[config.mk]
export PLATFORM = sky130hd
export DESIGN_NAME = status_alu
export DESIGN_NICKNAME = d
export VERILOG_FILES = /design/src/rtl/status_alu_pkg.sv /design/src/rtl/status_alu_addsub.sv /design/src/rtl/status_alu_bitops.sv /design/src/rtl/status_alu_flagreg.sv /design/src/rtl/status_alu.sv
export SDC_FILE = /design/constraint.sdc
export NUM_CORES = 1
export LEC_CHECK = 0
export BUFFER_PORTS_ARGS = -buffer_cell sky130_fd_sc_hd__buf_2
export CORE_AREA = 2 2 82 84
export CTS_CLUSTER_DIAMETER = 150
export DETAILED_ROUTE_END_ITERATION = 16
export DIE_AREA = 0 0 84 86
export PLACE_DENSITY = 0.71
export SYNTH_ARGS = -nofsm -noshare
export SYNTH_HDL_FRONTEND = slang
export SYNTH_SLANG_ARGS = --single-unit
[constraint.sdc]
create_clock -name clk -period 9 [get_ports clk]
set_input_delay 0.45 -clock clk [delete_from_list [all_inputs] [get_ports clk]]
set_output_delay 0.45 -clock clk [all_outputs]
set_load 0.02 [all_outputs]
[src/rtl/status_alu_pkg.sv]
package status_alu_pkg;
  localparam int DW = 8;
  localparam int OPW = 5;

  localparam int FL_C = 0;
  localparam int FL_Z = 1;
  localparam int FL_N = 2;
  localparam int FL_V = 3;
  localparam int FL_S = 4;
  localparam int FL_H = 5;
  localparam int FL_T = 6;
  localparam int FL_I = 7;

  typedef enum logic [OPW-1:0] {
    OP_ADD  = 5'd0,  OP_ADC  = 5'd1,  OP_SUB  = 5'd2,  OP_SBC = 5'd3,
    OP_AND  = 5'd4,  OP_OR   = 5'd5,  OP_XOR  = 5'd6,  OP_COM = 5'd7,
    OP_NEG  = 5'd8,  OP_INC  = 5'd9,  OP_DEC  = 5'd10, OP_LSL = 5'd11,
    OP_LSR  = 5'd12, OP_ROL  = 5'd13, OP_ROR  = 5'd14, OP_ASR = 5'd15,
    OP_SWAP = 5'd16
  } alu_op_e;

  localparam logic [7:0] M_ARITH = 8'h3F;
  localparam logic [7:0] M_LOGIC = 8'h1E;
  localparam logic [7:0] M_SHIFT = 8'h1F;
  localparam logic [7:0] M_NONE  = 8'h00;
endpackage

[src/rtl/status_alu_addsub.sv]
module status_alu_addsub #(
  parameter int W = 8
) (
  input  logic [W-1:0] a,
  input  logic [W-1:0] b,
  input  logic         cin,
  input  logic         sub,
  output logic [W-1:0] sum,
  output logic         c_out,
  output logic         h_out,
  output logic         v_out
);
  localparam int HW = W / 2;

  logic [W:0]  full;
  logic [HW:0] half;

  always_comb begin
    if (sub) begin
      full = {1'b0, a} - {1'b0, b} - {{W{1'b0}}, cin};
      half = {1'b0, a[HW-1:0]} - {1'b0, b[HW-1:0]} - {{HW{1'b0}}, cin};
    end else begin
      full = {1'b0, a} + {1'b0, b} + {{W{1'b0}}, cin};
      half = {1'b0, a[HW-1:0]} + {1'b0, b[HW-1:0]} + {{HW{1'b0}}, cin};
    end
    sum   = full[W-1:0];
    c_out = full[W];
    h_out = half[HW];
    if (sub)
      v_out = (a[W-1] & ~b[W-1] & ~sum[W-1]) | (~a[W-1] & b[W-1] & sum[W-1]);
    else
      v_out = (a[W-1] & b[W-1] & ~sum[W-1]) | (~a[W-1] & ~b[W-1] & sum[W-1]);
  end
endmodule

[src/rtl/status_alu_bitops.sv]
module status_alu_bitops
  import status_alu_pkg::*;
#(
  parameter int W = 8
) (
  input  logic [OPW-1:0] op,
  input  logic [W-1:0]   a,
  input  logic [W-1:0]   b,
  input  logic           cin,
  output logic [W-1:0]   r,
  output logic           c_out
);
  localparam int HW = W / 2;

  always_comb begin
    r     = a;
    c_out = cin;
    case (op)
      OP_AND:  r = a & b;
      OP_OR:   r = a | b;
      OP_XOR:  r = a ^ b;
      OP_COM:  begin r = ~a;                      c_out = 1'b1;   end
      OP_LSL:  begin r = {a[W-2:0], 1'b0};        c_out = a[W-1]; end
      OP_LSR:  begin r = {1'b0, a[W-1:1]};        c_out = a[0];   end
      OP_ROL:  begin r = {a[W-2:0], cin};         c_out = a[W-1]; end
      OP_ROR:  begin r = {cin, a[W-1:1]};         c_out = a[0];   end
      OP_ASR:  begin r = {a[W-1], a[W-1:1]};      c_out = a[0];   end
      OP_SWAP: r = {a[HW-1:0], a[W-1:HW]};
      default: r = a;
    endcase
  end
endmodule

[src/rtl/status_alu_flagreg.sv]
module status_alu_flagreg #(
  parameter int W = 8
) (
  input  logic         clk,
  input  logic         rst,
  input  logic         we,
  input  logic [W-1:0] wdata,
  input  logic         upd,
  input  logic [W-1:0] upd_data,
  output logic [W-1:0] q
);
  always_ff @(posedge clk) begin
    if (rst)      q <= '0;
    else if (we)  q <= wdata;
    else if (upd) q <= upd_data;
  end

  assert_reset_clears_R1: assert property (@(posedge clk)
    rst |=> (q == '0));
  assert_load_wins_R2: assert property (@(posedge clk) disable iff (rst)
    we |=> (q == $past(wdata)));
  assert_idle_hold_R13: assert property (@(posedge clk) disable iff (rst)
    (!we && !upd) |=> $stable(q));
endmodule

[src/rtl/status_alu.sv]
module status_alu
  import status_alu_pkg::*;
(
  input  logic           clk,
  input  logic           rst,
  input  logic           op_valid,
  input  logic [OPW-1:0] op_code,
  input  logic [DW-1:0]  op_a,
  input  logic [DW-1:0]  op_b,
  input  logic           flag_we,
  input  logic [DW-1:0]  flag_wdata,
  output logic [DW-1:0]  result,
  output logic [DW-1:0]  flags_next,
  output logic [DW-1:0]  flags_q
);
  logic [DW-1:0] as_a, as_b, as_sum, bo_r;
  logic          as_cin, as_sub, as_c, as_h, as_v, bo_c;
  logic          use_arith;
  logic [DW-1:0] cand, mask;
  logic          cur_c;

  assign cur_c = flags_q[FL_C];

  always_comb begin
    as_a = op_a;  as_b = op_b;  as_cin = 1'b0;  as_sub = 1'b0;
    use_arith = 1'b1;
    mask = M_NONE;
    case (op_code)
      OP_ADD: mask = M_ARITH;
      OP_ADC: begin as_cin = cur_c; mask = M_ARITH; end
      OP_SUB: begin as_sub = 1'b1; mask = M_ARITH; end
      OP_SBC: begin as_sub = 1'b1; as_cin = cur_c; mask = M_ARITH; end
      OP_NEG: begin as_a = '0; as_b = op_a; as_sub = 1'b1; mask = M_ARITH; end
      OP_INC: begin as_b = DW'(1); mask = M_LOGIC; end
      OP_DEC: begin as_b = DW'(1); as_sub = 1'b1; mask = M_LOGIC; end
      OP_AND, OP_OR, OP_XOR: begin use_arith = 1'b0; mask = M_LOGIC; end
      OP_COM, OP_LSL, OP_LSR, OP_ROL, OP_ROR, OP_ASR:
        begin use_arith = 1'b0; mask = M_SHIFT; end
      default: begin use_arith = 1'b0; mask = M_NONE; end
    endcase
  end

  status_alu_addsub #(.W(DW)) u_addsub (
    .a(as_a), .b(as_b), .cin(as_cin), .sub(as_sub),
    .sum(as_sum), .c_out(as_c), .h_out(as_h), .v_out(as_v)
  );

  status_alu_bitops #(.W(DW)) u_bitops (
    .op(op_code), .a(op_a), .b(op_b), .cin(cur_c),
    .r(bo_r), .c_out(bo_c)
  );

  assign result = use_arith ? as_sum : bo_r;

  always_comb begin
    cand        = flags_q;
    cand[FL_Z]  = (result == '0);
    cand[FL_N]  = result[DW-1];
    if (use_arith) begin
      cand[FL_C] = as_c;
      cand[FL_H] = as_h;
      cand[FL_V] = as_v;
    end else begin
      cand[FL_C] = bo_c;
      case (op_code)
        OP_LSL, OP_LSR, OP_ROL, OP_ROR, OP_ASR:
          cand[FL_V] = result[DW-1] ^ bo_c;
        default: cand[FL_V] = 1'b0;
      endcase
    end
    cand[FL_S]  = cand[FL_N] ^ cand[FL_V];
    flags_next  = (flags_q & ~mask) | (cand & mask);
  end

  status_alu_flagreg #(.W(DW)) u_flags (
    .clk(clk), .rst(rst), .we(flag_we), .wdata(flag_wdata),
    .upd(op_valid), .upd_data(flags_next), .q(flags_q)
  );

  assert_swap_keeps_flags_R11: assert property (@(posedge clk) disable iff (rst)
    (op_valid && !flag_we && op_code == OP_SWAP) |=> $stable(flags_q));
  assert_it_untouched_R12: assert property (@(posedge clk) disable iff (rst)
    (op_valid && !flag_we) |=> (flags_q[7:6] == $past(flags_q[7:6])));
  assert_sign_rule_R12: assert property (@(posedge clk) disable iff (rst)
    (op_valid && mask[FL_N]) |-> (flags_next[FL_S] == (flags_next[FL_N] ^ flags_next[FL_V])));
  assert_inc_keeps_carry_R7: assert property (@(posedge clk) disable iff (rst)
    (op_valid && !flag_we && (op_code == OP_INC || op_code == OP_DEC))
      |=> (flags_q[FL_C] == $past(flags_q[FL_C])));
endmodule

* Word level (Yosys, flattened, before mapping)
Cells that the tools add are included.
** Word-level totals
- Output and inout port bits :: 24
- Flip-flop bits (word level) :: 8
- Logic and storage cells :: 79
- Bits of input ports :: 33
** Cells by class
- Muxes and demuxes :: 18
- Equal/unequal tests :: 16
- Bitwise gates (word level) :: 23
- Reduce and logical (&&, ||, !) cells :: 13
- Add/sub/neg operators :: 8
** Operators by type and width (count)
- 8-bit case mux with 10 select lines :: 1
- 5-bit by 4-bit equality test with 1-bit output, second input constant :: 8
- 8-bit two-way mux :: 4
- 8-bit AND :: 3
- 5-bit by 3-bit equality test with 1-bit output, second input constant :: 4
- 6-bit case mux with 3 select lines :: 1
- 8-bit inverter :: 2
- 8-bit bitwise OR :: 2
- 8-bit case mux with 2 select lines :: 1
- 5-bit OR reduction :: 3
- 5-bit by 2-bit equality test with 1-bit output, second input constant :: 2
- 8-bit by 8-bit adder with 9-bit output :: 1
- 9-bit by 1-bit adder with 9-bit output :: 1
- 9-bit two-way mux :: 1
- 8-bit by 8-bit subtractor with 9-bit output :: 1
- 9-bit by 1-bit subtractor with 9-bit output :: 1
- 1-bit AND :: 8
- 8-bit zero test :: 1
- 1-bit two-way mux :: 8
- 8-bit bitwise XOR :: 1
- 7-bit OR reduction :: 1
- 2-bit OR reduction :: 3
- 6-bit OR reduction :: 1
- 4-bit by 4-bit adder with 5-bit output :: 1
- 14 further kinds :: 18

* Depth between registers and ports, before layout
Gate-level depths: netlist of run 1.
- Depth after elaboration :: 16
- Depth in mapped cells :: 18
- Depth with buffers taken out :: 15

* By module
From an unflattened synthesis of run 1, not the netlist that was laid out.
** Unflattened totals
- Cell total of the unflattened synthesis :: 379
- Area total of the unflattened synthesis :: 2912.8 µm²
** By module, submodules not included
- status_alu_bitops :: cells an instance 140, area each 1058.5 µm², instances 1, sequential area each 0.0 µm²
- status_alu_addsub :: cells an instance 133, area each 985.9 µm², instances 1, sequential area each 0.0 µm²
- status_alu :: cells an instance 71, area each 499.2 µm², instances 1, sequential area each 0.0 µm²
- status_alu_flagreg :: cells an instance 35, area each 369.1 µm², instances 1, sequential area each 160.2 µm²

* Worst setup path after synthesis of run 1
No wires, ideal clock.
- Path kind :: input to output
- From :: input port op_code[3]
- To :: output port flags_next[4]
- Setup slack :: 4.455 ns
- Stages :: 17
- Data arrival time :: 4.095 ns
- Path buffers :: 4
- Cell sequence :: buf_6 > buf_2 > clkbuf_1 > and3_1 > clkbuf_1 > a22oi_1 > fa_1 > inv_1 > ha_1 > a211oi_1 > a31oi_1 > and3_1 > a211oi_2 > mux2_2 > o211ai_1 > mux2i_1 > o21ai_1
** On the way
- Word-level cells in the longest chain between the ends :: 14
- Elaborated cells on any way between the ends :: 63
** RTL lines
- from (decl) :: RTL line status_alu.sv:7 : input logic [OPW-1:0] op_code,
- 5-bit by 4-bit equality test with 1-bit output :: RTL line status_alu.sv:28 : case (op_code)
- 2-bit OR reduction (no line)
- 8-bit case mux with 2 select lines :: RTL line status_alu.sv:28
- 8-bit by 8-bit adder with 9-bit output or 8-bit by 8-bit subtractor with 9-bit output (tied branches) :: RTL line status_alu_addsub.sv:23, status_alu_addsub.sv:20
- 9-bit by 1-bit adder with 9-bit output or 9-bit by 1-bit subtractor with 9-bit output (tied branches) :: RTL line status_alu_addsub.sv:23, status_alu_addsub.sv:20
- 9-bit two-way mux :: RTL line status_alu_addsub.sv:19 : if (sub) begin
- 1-bit inverter :: RTL line status_alu_addsub.sv:30, status_alu_addsub.sv:32
- 1-bit AND (on tied branches) :: RTL line status_alu_addsub.sv:32, status_alu_addsub.sv:30
- 1-bit bitwise OR (on tied branches) :: RTL line status_alu_addsub.sv:32, status_alu_addsub.sv:30
- 1-bit two-way mux :: RTL line status_alu_addsub.sv:29 : if (sub)
- 1-bit two-way mux :: RTL line status_alu.sv:59 : if (use_arith) begin
- 1-bit bitwise XOR :: RTL line status_alu.sv:71 : cand[FL_S] = cand[FL_N] ^ cand[FL_V];
- 8-bit AND :: RTL line status_alu.sv:72 : flags_next = (flags_q & ~mask) | (cand & mask);
- 8-bit bitwise OR * :: RTL line status_alu.sv:72
- to (decl) :: RTL line status_alu.sv:13 : output logic [DW-1:0] flags_next,
Mark *: on every way between the ends. The rest lies on a longest branch, timed or not.

* Worst setup path in the final report of run 1
- From :: input port op_code[0]
- To :: output port flags_next[4]
Same word-level chain as after synthesis.

==> metrics.cfg, run 1 <==
[cts]
cts_resized=0
cts_tree=done
cts_setup_buffers=0
htree_levels=1
clk_pin_slew_ns=0.04
cts_hold_buf=0
cts-buffers-inserted=3
root_buffer=clkbuf_8
clock_latency_ns=0.24
cts.path.max_buffers=2
cts_sinks=8

[synth]
synth_top_area_frac=0.1659
synth.area.top_cells=ha_1 (17%), inv_1 (5.9%), dfxtp_1 (5.7%), o21ai_0 (5.6%), nand2_1 (5.4%)
yosys.area.top_type=ha_1
synth_area_per_cell_um2=7.064
synth.ff_latch_count=8
synth-async-reset-ratio=0
ys.flop_type=dfxtp_1
synth_area_um2=2790
syn_inst=395
yosysSeqAreaShare=0.05740
synth_fp_nets=469
yosysUniqueCellTypes=69
yosysWarnings=0
synth_edf_count=0

[placement]
dpl_cell_area_um2=3043
dp.final_hpwl_um=6655
place_congestion=0.9495
port_buffers=56

[min_path]
hp-class=in2reg

[setup_path]
slowest_stage=buf_2
endpoint_kind=primary output
worstReg2RegEnd=u_flags.q[4]
crit_fanout=43
crit_required_ns=8.55
reg2regPathDepth=13
r2r_start=u_flags.q[0]
worstSetupStartpointType=primary input
path_cells=buf_2 -> nand2_1 -> nand3_1 -> a22oi_1 -> fa_1 -> inv_1 -> ha_1 -> a211oi_1 -> a31oi_1 -> and3_1 -> a211oi_2 -> mux2_2 -> o211ai_1 -> mux2i_1 -> o21ai_1 -> buf_2
critical_path.most_common_cell=buf_2
crit_end=flags_next[4]
cpPeakStageDelay_ns=0.53
critPathArrivalTime_ns=4.72
timing.critical_path.from=op_code[0]
reg2reg_slack_ns=5.24
criticalPathCategory=in2out

[timing]
fin_crit_sh=0.5746
rsz0062_at_grt=no
tns_ns=0
finalCriticalPeriod_ns=5.171
clock_skew_ns=0.006832
setup_viol=0
clock.fmax_ghz=0.1934
hold_slack_ns=0.4582
slew_violations=0
slew_headroom=0.3906
worst_pin_slew_ns=0.9121
final_hold_viol_count=0

[floorplan]
dieArea_um2=7224
initial_core_util=0.4445
io_pins=57
fp-row-count=29
core_area_um2=6277
dieHeight_um=86
die-width_um=84

[routing]
vias=3096
drc=0
dr.pass1.iters=5
final_antenna_net_count=0
routed_via_density=6.119
initialDrtViolationCount=391
wl_um=8415
wl_per_cell_um=16.63

[pwr]
power_leakage_nw=1.506
p_comb_frac=0.697
vdd_ir_drop_max_mv=0.1026
seqPwrFrac=0.144
internal-power_w=0.0001445
p_sw_frac=0.4917
power_switching_w=0.0001398
power_density_nw_per_um2=92.15
p_clk_frac=0.159

[cells_and_area]
largest_reg_flops=8
final_cell_mix=buf_2 (56), inv_1 (44), nand2_1 (40)
final_common_cell=buf_2
drive_above_1_share=0.1865
areaGrowthSynthToFinish_pct=10.54
reg_top3=u_flags.q x8
top_register=u_flags.q
fin_nets=505
antenna_cells=0
fin_area_um2=3084

[grt]
grt_pass1_vias=2848
grt_max_degree=44
grt_pass1_wl_um=13770
grt_util_all_layers=0.2281
overflow=0
antenna_found_initial=0

[run]
cap_violations=0

[run_status]
status=finished clean

routing by layer:
layer  vias up  part of all wire  global-route usage
li1       1495                 -                   -
met2       195              0.46              0.3920
met3        23             0.088             0.02021
met4         0             0.025             0.07331
met5         -                 0                   0
met1      1383              0.42              0.3025
cell usage after synthesis, drive strengths merged, types with 5 or more instances:
master   n
ha      37
xnor2   10
a221o    5
a211oi  12
nor2b    6
buf     12
nor3     5
nor2    34
nand3    7
a22oi    5
dfxtp    8
mux2i    9
a21oi   18
inv     44
and3     7
a31oi    8
clkbuf  13
nand2   40
o21ai   34
layout make-up:
cell class,instances,area [um2]
clock buffer,3,41.29
fill,631,3193
inverter,44,165.2
multi-input combinational,318,2341
sequential,8,160.2
tap,77,96.34
timing repair buffer,56,280.3
critical path, delay by kind of cell:
kind / cells / cell delay (ns)
adder cells (fa/ha/maj): 2 / 0.66
AND/OR/NAND/NOR: 3 / 0.79
multiplexers: 2 / 0.66
AO/OA/AOI/OAI: 6 / 1.33
buffers and inverters: 3 / 0.81
through the flow:
step | std cells | setup slack, ns | total power [W] | util
after global placement | 503 | 4.151 | 0.0002337 | 0.4848
after global routing | 506 | 3.522 | 0.0003074 | 0.4913
after floorplan | 395 | 4.455 | 0.0001861 | -
after CTS | 506 | 3.905 | 0.0002824 | 0.4913
final | 506 | 3.829 | 0.0002842 | 0.4913
after detailed placement | 503 | 3.934 | 0.0002364 | 0.4848
logic make-up (layout without fill, tap and decap cells):
family | Yosys count | count (layout) | synth area share
adder cells (fa/ha/maj) | 41 | 41 | 0.1946
flip-flops | 8 | 8 | 0.05740
multiplexers | 12 | 12 | 0.05291
AO/OA/AOI/OAI | 125 | 125 | 0.3153
AND/OR/NAND/NOR | 128 | 128 | 0.2386
XOR/XNOR | 12 | 12 | 0.03767
buffers and inverters | 69 | 103 | 0.1036
power groups by stage:
stage                     registers (W)  clock network (W)  logic [W]
after floorplan               0.0000435                  0   0.000143
after global placement        0.0000414                  0   0.000192
after detailed placement      0.0000416                  0   0.000195
after CTS                     0.0000410          0.0000452   0.000196
after global routing          0.0000413          0.0000476   0.000219
final                         0.0000410          0.0000451   0.000198
worst min-delay path by stage:
stage | from | endpoint | slack (ns) | cells past startpoint
CTS | flag_wdata[5] | u_flags.q[5] | 0.46 | 3
detailed placement | u_flags.q[7] | u_flags.q[7] | 0.51 | 2
finish | flag_wdata[7] | u_flags.q[7] | 0.46 | 3
global placement | u_flags.q[6] | u_flags.q[6] | 0.49 | 2
global route | flag_wdata[5] | u_flags.q[5] | 0.48 | 3
floorplan | rst | u_flags.q[5] | 0.52 | 1
Power figures use the tool's default switching activity.
==> inputs of run 2 (changes only) <==
- ABC_AREA: not set -> 1
- CORE_AREA: 2 2 82 84 -> 2 2 79 81
- DIE_AREA: 0 0 84 86 -> 0 0 81 83
- PLACE_DENSITY: 0.71 -> 0.74
- clock period: 9 -> 4.7 ns (I/O delays scaled with it)
==> run 2 against run 1 <==
Critical path type unchanged. Synthesized area shrank 8.3%. Largest power group unchanged. Flip-flop and latch count is the same. Critical path depth grew 7. Hold slack lost 0.19 ns. Register-to-register slack lost 4.1 ns.
==> metrics.cfg, run 2 <==
[grt]
overflow=0  ; unchanged
grt_util_all_layers=0.2251  ; -0.002999
grt_max_degree=15  ; -66%
antenna_found_initial=0  ; unchanged
grt_pass1_vias=2773  ; -2.6%
grt_pass1_wl_um=12390  ; -10%

[cells_and_area]
fillerInstances=649  ; +2.9%
areaGrowthSynthToFinish_pct=13.88
final_common_cell=nand2_1
top_register=u_flags.q
post-route-util=0.5013  ; +0.009962
antenna_cells=0  ; unchanged
drive_above_1_share=0.1640  ; -0.02248
final_cell_mix=nand2_1 (117), inv_1 (76), buf_2 (56)
reg_top3=u_flags.q x8
fin_nets=576  ; +14%
largest_reg_flops=8  ; unchanged

[floorplan]
dieHeight_um=83  ; -3.5%
initial_core_util=0.4402  ; -0.004300
io_pins=57  ; unchanged
dieArea_um2=6723  ; -6.9%
fp-row-count=28  ; -3.4%
core_area_um2=5816  ; -7.4%
die-width_um=81  ; -3.6%

[min_path]
hp-class=in2reg
min_path_cells=3  ; unchanged
hold_start=flag_wdata[6]
min_to=u_flags.q[6]

[routing]
vias=3066  ; -0.97%
wl_um=7447  ; -12%
dr_wl_met3_um=513  ; -31%
final_antenna_net_count=0  ; unchanged
m1WireLength_um=3440  ; -3.6%
highest_layer=met4
dr.pass1.iters=5  ; unchanged
drc=0  ; unchanged
routed_via_density=5.332  ; -13%
initialDrtViolationCount=186  ; -52%
wl_per_cell_um=12.95  ; -22%
met2_length_um=3324  ; -15%

[timing]
slew_headroom=0.6199  ; +0.2292
finalCriticalPeriod_ns=4.006
setup_viol=0  ; unchanged
final_hold_viol_count=0  ; unchanged
layout_setup_ws_ns=0.6937  ; -3.135 ns
clock_skew_ns=0.009234  ; +0.002402 ns
clock.fmax_ghz=0.2496
fin_crit_sh=0.8524
slew_violations=0  ; unchanged
tns_ns=0  ; unchanged
worst_pin_slew_ns=0.5650  ; -0.3471 ns
rsz0062_at_grt=no

[cts]
htree_levels=1  ; unchanged
cts.path.max_buffers=2  ; unchanged
cts_resized=0  ; unchanged
root_buffer=clkbuf_8
cts_hold_buf=0  ; unchanged
cts_sinks=8  ; unchanged
cts_setup_buffers=0  ; unchanged
clock_latency_ns=0.23  ; about the same
cts-buffers-inserted=3  ; unchanged
cts_tree=done
clk_pin_slew_ns=0.04  ; about the same

[synth]
synth.ff_latch_count=8  ; unchanged
yosysWarnings=0  ; unchanged
netlist_top_cells_count=nand2_1 (117), inv_1 (76), nor2_1 (55), ha_1 (37), nand3_1 (26)
synth_most_common_cell=nand2_1
synth.area.top_cells=ha_1 (18%), nand2_1 (17%), inv_1 (11%), nor2_1 (8.1%), dfxtp_1 (6.3%)
synth-async-reset-ratio=0  ; unchanged
synth_edf_count=0  ; unchanged
ys.flop_type=dfxtp_1
synth_fp_nets=525  ; +12%
synth_area_per_cell_um2=5.676  ; -20%
syn_inst=451  ; +14%
yosys.area.top_type=ha_1
yosysSeqAreaShare=0.06256  ; +0.005162
synth_area_um2=2560  ; -8.3%
synth_top_area_frac=0.1808  ; +0.01492
yosysUniqueCellTypes=39  ; -43%

[pwr]
vdd_ir_drop_max_mv=0.1323  ; +29%
power_leakage_nw=1.705  ; +13%
power_density_nw_per_um2=171.9  ; +87%

[placement]
port_buffers=56  ; unchanged
place_congestion=0.8924  ; -6.0%
dp.final_hpwl_um=6156  ; -7.5%
place_ws_ns=0.7775  ; -3.157 ns

[setup_path]
worstSetupStartpointType=primary input
reg2regPathDepth=21  ; +8
path_cells=buf_2 -> inv_2 -> nand3_1 -> inv_1 -> nor2_1 -> inv_1 -> ha_1 -> inv_1 -> ha_1 -> a21oi_1 -> o21ai_0 -> nor2_1 -> nand3_1 -> nand3_1 -> nand2_1 -> nand2_1 -> nand2_2 -> inv_1 -> nand2_1 -> nor2_1 -> nand3_1 -> nand2_1 -> buf_2
slowest_stage=nand3_1
crit_fanout=14  ; -67%
worstReg2RegEnd=u_flags.q[1]
cpPeakStageDelay_ns=0.36  ; -0.17 ns
reg2reg_slack_ns=1.19  ; -4.05 ns
crit_required_ns=4.47  ; -4.08 ns
critPathArrivalTime_ns=3.77  ; -0.95 ns
endpoint_kind=primary output
criticalPathCategory=in2out
r2r_start=u_flags.q[0]

[run]
cap_violations=0  ; unchanged

[run_status]
status=finished clean

run 2: changes by cell type after synthesis, sizes merged, moves of 6 or more:
cell    change
nor2b       -6
and3        -7
o22ai       +8
nor2       +24
nand2      +81
a21oi       +9
inv        +35
nand3      +22
mux2i       -9
a211oi     -12
xnor2      -10
clkbuf     -11
o21ai      -11
run 2: worst max path at each step:
stage                     from       endpoint  slack (ns)  cells past startpoint
detailed placement  op_code[4]  flags_next[1]        0.78                     24
floorplan           op_code[3]   u_flags.q[1]        1.39                     27
finish              op_code[4]  flags_next[1]        0.69                     23
global route        op_code[4]  flags_next[0]        0.22                     25
CTS                 op_code[4]  flags_next[1]        0.77                     23
global placement    op_code[4]  flags_next[1]        0.90                     23
run 2: through the flow:
stage	hold WS (ns)	total power [W]	std cells	area, um2
floorplan	0.3840	0.0003234	451	2560
global placement	0.4642	0.0004112	572	2874
detailed placement	0.4845	0.0004156	572	2874
CTS	0.2729	0.0004995	575	2915
global route	0.2825	0.0005569	575	2915
finish	0.2732	0.0005012	575	2915
run 2: critical path, delay by kind of cell:
family	cells	cell delay, ns
simple gates	12	1.50
compound gates	2	0.37
buf+inv	7	1.00
fa+ha+maj	2	0.67
run 2: cell type report:
type                       instances  area (um2)  area share
multi-input combinational        352        2032      0.6970
inverter                          80       300.3      0.1030
timing repair buffer              57       287.8     0.09871
sequential                         8       160.2     0.05494
tap                               75       93.84     0.03219
clock buffer                       3       41.29     0.01416
run 2: kinds of logic after synthesis:
family,share of synthesized area
fa+ha+maj,0.2121
xor+xnor,0.01368
simple gates,0.3925
compound gates,0.1755
flops,0.06256
buf+inv,0.1437
run 2: report_power, final:
part | leakage, nW | switching, W | total [W] | internal, W
Clock | 0.0216 | 0.0000271 | 0.0000825 | 0.0000555
Combinational | 1.62 | 0.000223 | 0.000342 | 0.000119
Sequential | 0.0660 | 0.00000404 | 0.0000766 | 0.0000726
run 2: layer usage:
layer / up-vias / GRT usage
met5: - / 0
li1: 1554 / -
met3: 14 / 0.01196
met1: 1372 / 0.3110
met2: 126 / 0.3727
met4: 0 / 0.06471
==> inputs of run 3 (changes only) <==
- ABC_AREA: 1 -> not set
- CORE_AREA: 2 2 79 81 -> 2 2 82 84
- DIE_AREA: 0 0 81 83 -> 0 0 84 86
==> run 3 against run 2 <==
Global-route usage grew 0.59 points. Design area is 7.2% higher. Hold slack lost 0.017 ns. Clock skew is 0.0058 ns lower. Maximum frequency is 7.4% lower. Count of clock-buffer cells in the layout unchanged. Non-clock buffer count increased by 4. Core utilization shrank 0.36 points. Wire length grew 12%. Setup slack worse by 0.32 ns. Sequential share of layout area decreased by 0.37 points. Power grew 9.1%. Critical endpoint is now flags_next[4]. Largest cell class unchanged.
==> metrics.cfg, run 3 (same netlist as run 1, synthesis figures left out) <==
[floorplan]
initial_core_util=0.4445  ; +0.004300
dieArea_um2=7224  ; +7.5%
die-width_um=84  ; +3.7%
dieHeight_um=86  ; +3.6%
fp-row-count=29  ; +3.6%
core_area_um2=6277  ; +7.9%
io_pins=57  ; unchanged

[timing]
slew_violations=0  ; unchanged
clock.fmax_ghz=0.2310  ; -7.4%
finalCriticalPeriod_ns=4.328  ; +0.3222 ns
final_hold_viol_count=0  ; unchanged
fin_crit_sh=0.9210  ; +0.06854
rsz0062_at_grt=no
hold_slack_ns=0.2557  ; -0.01741 ns
clock_skew_ns=0.003443  ; -0.005791 ns
worst_pin_slew_ns=0.8563  ; +0.2913 ns
slew_headroom=0.4279  ; -0.1919
tns_ns=0  ; unchanged
setup_viol=0  ; unchanged
layout_setup_ws_ns=0.3715  ; -0.3222 ns

[placement]
place_ws_ns=0.3045  ; -0.4730 ns
port_buffers=56  ; unchanged
dp.final_hpwl_um=6781  ; +10%
place_congestion=0.9183  ; +2.9%

[routing]
vias=3072  ; +0.20%
met2_length_um=3913  ; +18%
m1WireLength_um=3608  ; +4.9%
final_antenna_net_count=0  ; unchanged
wl_um=8321  ; +12%
routed_via_density=6.012  ; +13%
drc=0  ; unchanged
initialDrtViolationCount=345  ; +85%
wl_per_cell_um=16.28  ; +26%
dr.pass1.iters=5  ; unchanged
dr_wl_met3_um=577  ; +12%
highest_layer=met4

[setup_path]
cpPeakStageDelay_ns=0.42  ; +0.06 ns
slowest_stage=fa_1
crit_required_ns=4.47  ; about the same
timing.critical_path.from=op_code[2]
r2r_start=u_flags.q[0]
reg2regPathDepth=13  ; -38%
reg2reg_slack_ns=1.10  ; -0.09 ns
critPathArrivalTime_ns=4.09  ; +0.32 ns
path_cells=buf_2 -> nor2_2 -> and3_1 -> a22oi_1 -> fa_1 -> inv_1 -> ha_1 -> a211oi_1 -> a31oi_1 -> and3_1 -> a211oi_2 -> mux2_2 -> o211ai_1 -> mux2i_1 -> o21ai_1 -> buf_2
crit_fanout=20  ; +6
endpoint_kind=primary output
worstSetupStartpointType=primary input
crit_end=flags_next[4]
worstReg2RegEnd=u_flags.q[4]
criticalPathCategory=in2out

[cts]
clk_pin_slew_ns=0.04  ; about the same
cts_tree=done
cts_resized=0  ; unchanged
cts_hold_buf=0  ; unchanged
cts.path.max_buffers=2  ; unchanged
htree_levels=1  ; unchanged
clock_latency_ns=0.23  ; about the same
cts-buffers-inserted=3  ; unchanged
cts_sinks=8  ; unchanged
root_buffer=clkbuf_8
cts_setup_buffers=0  ; unchanged

[run_status]
status=finished clean

[cells_and_area]
antenna_cells=0  ; unchanged
reg_top3=u_flags.q x8
areaGrowthSynthToFinish_pct=11.97
top_register=u_flags.q
largest_reg_flops=8  ; unchanged
final_common_cell=buf_2
fin_nets=510  ; -11%
drive_above_1_share=0.1982  ; +0.03416
final_cell_mix=buf_2 (56), inv_1 (44), nand2_1 (40)

[grt]
grt_util_all_layers=0.2310  ; +0.005925
grt_max_degree=42  ; +27
grt_pass1_vias=2846  ; +2.6%
overflow=0  ; unchanged
antenna_found_initial=0  ; unchanged
grt_pass1_wl_um=13880  ; +12%

[pwr]
power_leakage_nw=1.530  ; -10%
vdd_ir_drop_max_mv=0.1477  ; +12%
power_density_nw_per_um2=175.0  ; +1.8%

[run]
cap_violations=0  ; unchanged

[min_path]
hold_start=flag_wdata[6]
hp-class=in2reg

run 3: cell count changes in the layout (fill, tap and decap cells not counted), sizes merged, moves of 8 or more:
| cell | change |
|---|---|
| nand2 | -81 |
| o22ai | -8 |
| inv | -35 |
| mux2i | +9 |
| nand3 | -22 |
| xnor2 | +10 |
| o21ai | +11 |
| a211oi | +12 |
| a21oi | -9 |
| nor2 | -24 |
run 3: cell type report:
cell class              instances  area [um2]
inverters                      44       165.2
clock buffers                   3       41.29
multi-input cells             318        2344
fillers                       634        3153
flip-flops and latches          8       160.2
well taps                      77       96.34
repair buffers                 61       317.8
run 3: report_power, final:
part | switching, W | leakage (nW) | total [W] | internal [W]
Sequential | 0.00000498 | 0.0663 | 0.0000782 | 0.0000732
Clock | 0.0000283 | 0.0216 | 0.0000839 | 0.0000556
Combinational | 0.000234 | 1.44 | 0.000385 | 0.000151
run 3: metal layers:
metal | global-route usage | vias up
met2 | 0.3935 | 143
li1 | - | 1510
met1 | 0.3033 | 1400
met3 | 0.02310 | 19
met5 | 0 | -
met4 | 0.08504 | 0
run 3: worst min path at each step:
stage | end | cells after the start
6_report | u_flags.q[6] | 3
3_3_place_gp | u_flags.q[6] | 3
2_1_floorplan | u_flags.q[5] | 1
5_1_grt | u_flags.q[6] | 3
4_1_cts | u_flags.q[6] | 3
3_5_place_dp | u_flags.q[6] | 3
run 3: critical path, delay by kind of cell:
| family | cells | cell delay [ns] |
|---|---|---|
| muxes | 2 | 0.67 |
| buffers and inverters | 3 | 0.48 |
| adders and majority gates | 2 | 0.66 |
| and+or+nand+nor | 3 | 0.81 |
| AOI/OAI and AO/OA | 6 | 1.23 |
run 3: through the flow:
step	util	area [um2]	std cells	power, W
CTS	0.4973	3122	511	0.0005431
global placement	0.4907	3080	508	0.0004488
finish	0.4977	3124	511	0.0005467
global route	0.4977	3124	511	0.0005900
detailed placement	0.4907	3080	508	0.0004576
floorplan	-	2790	395	0.0003563
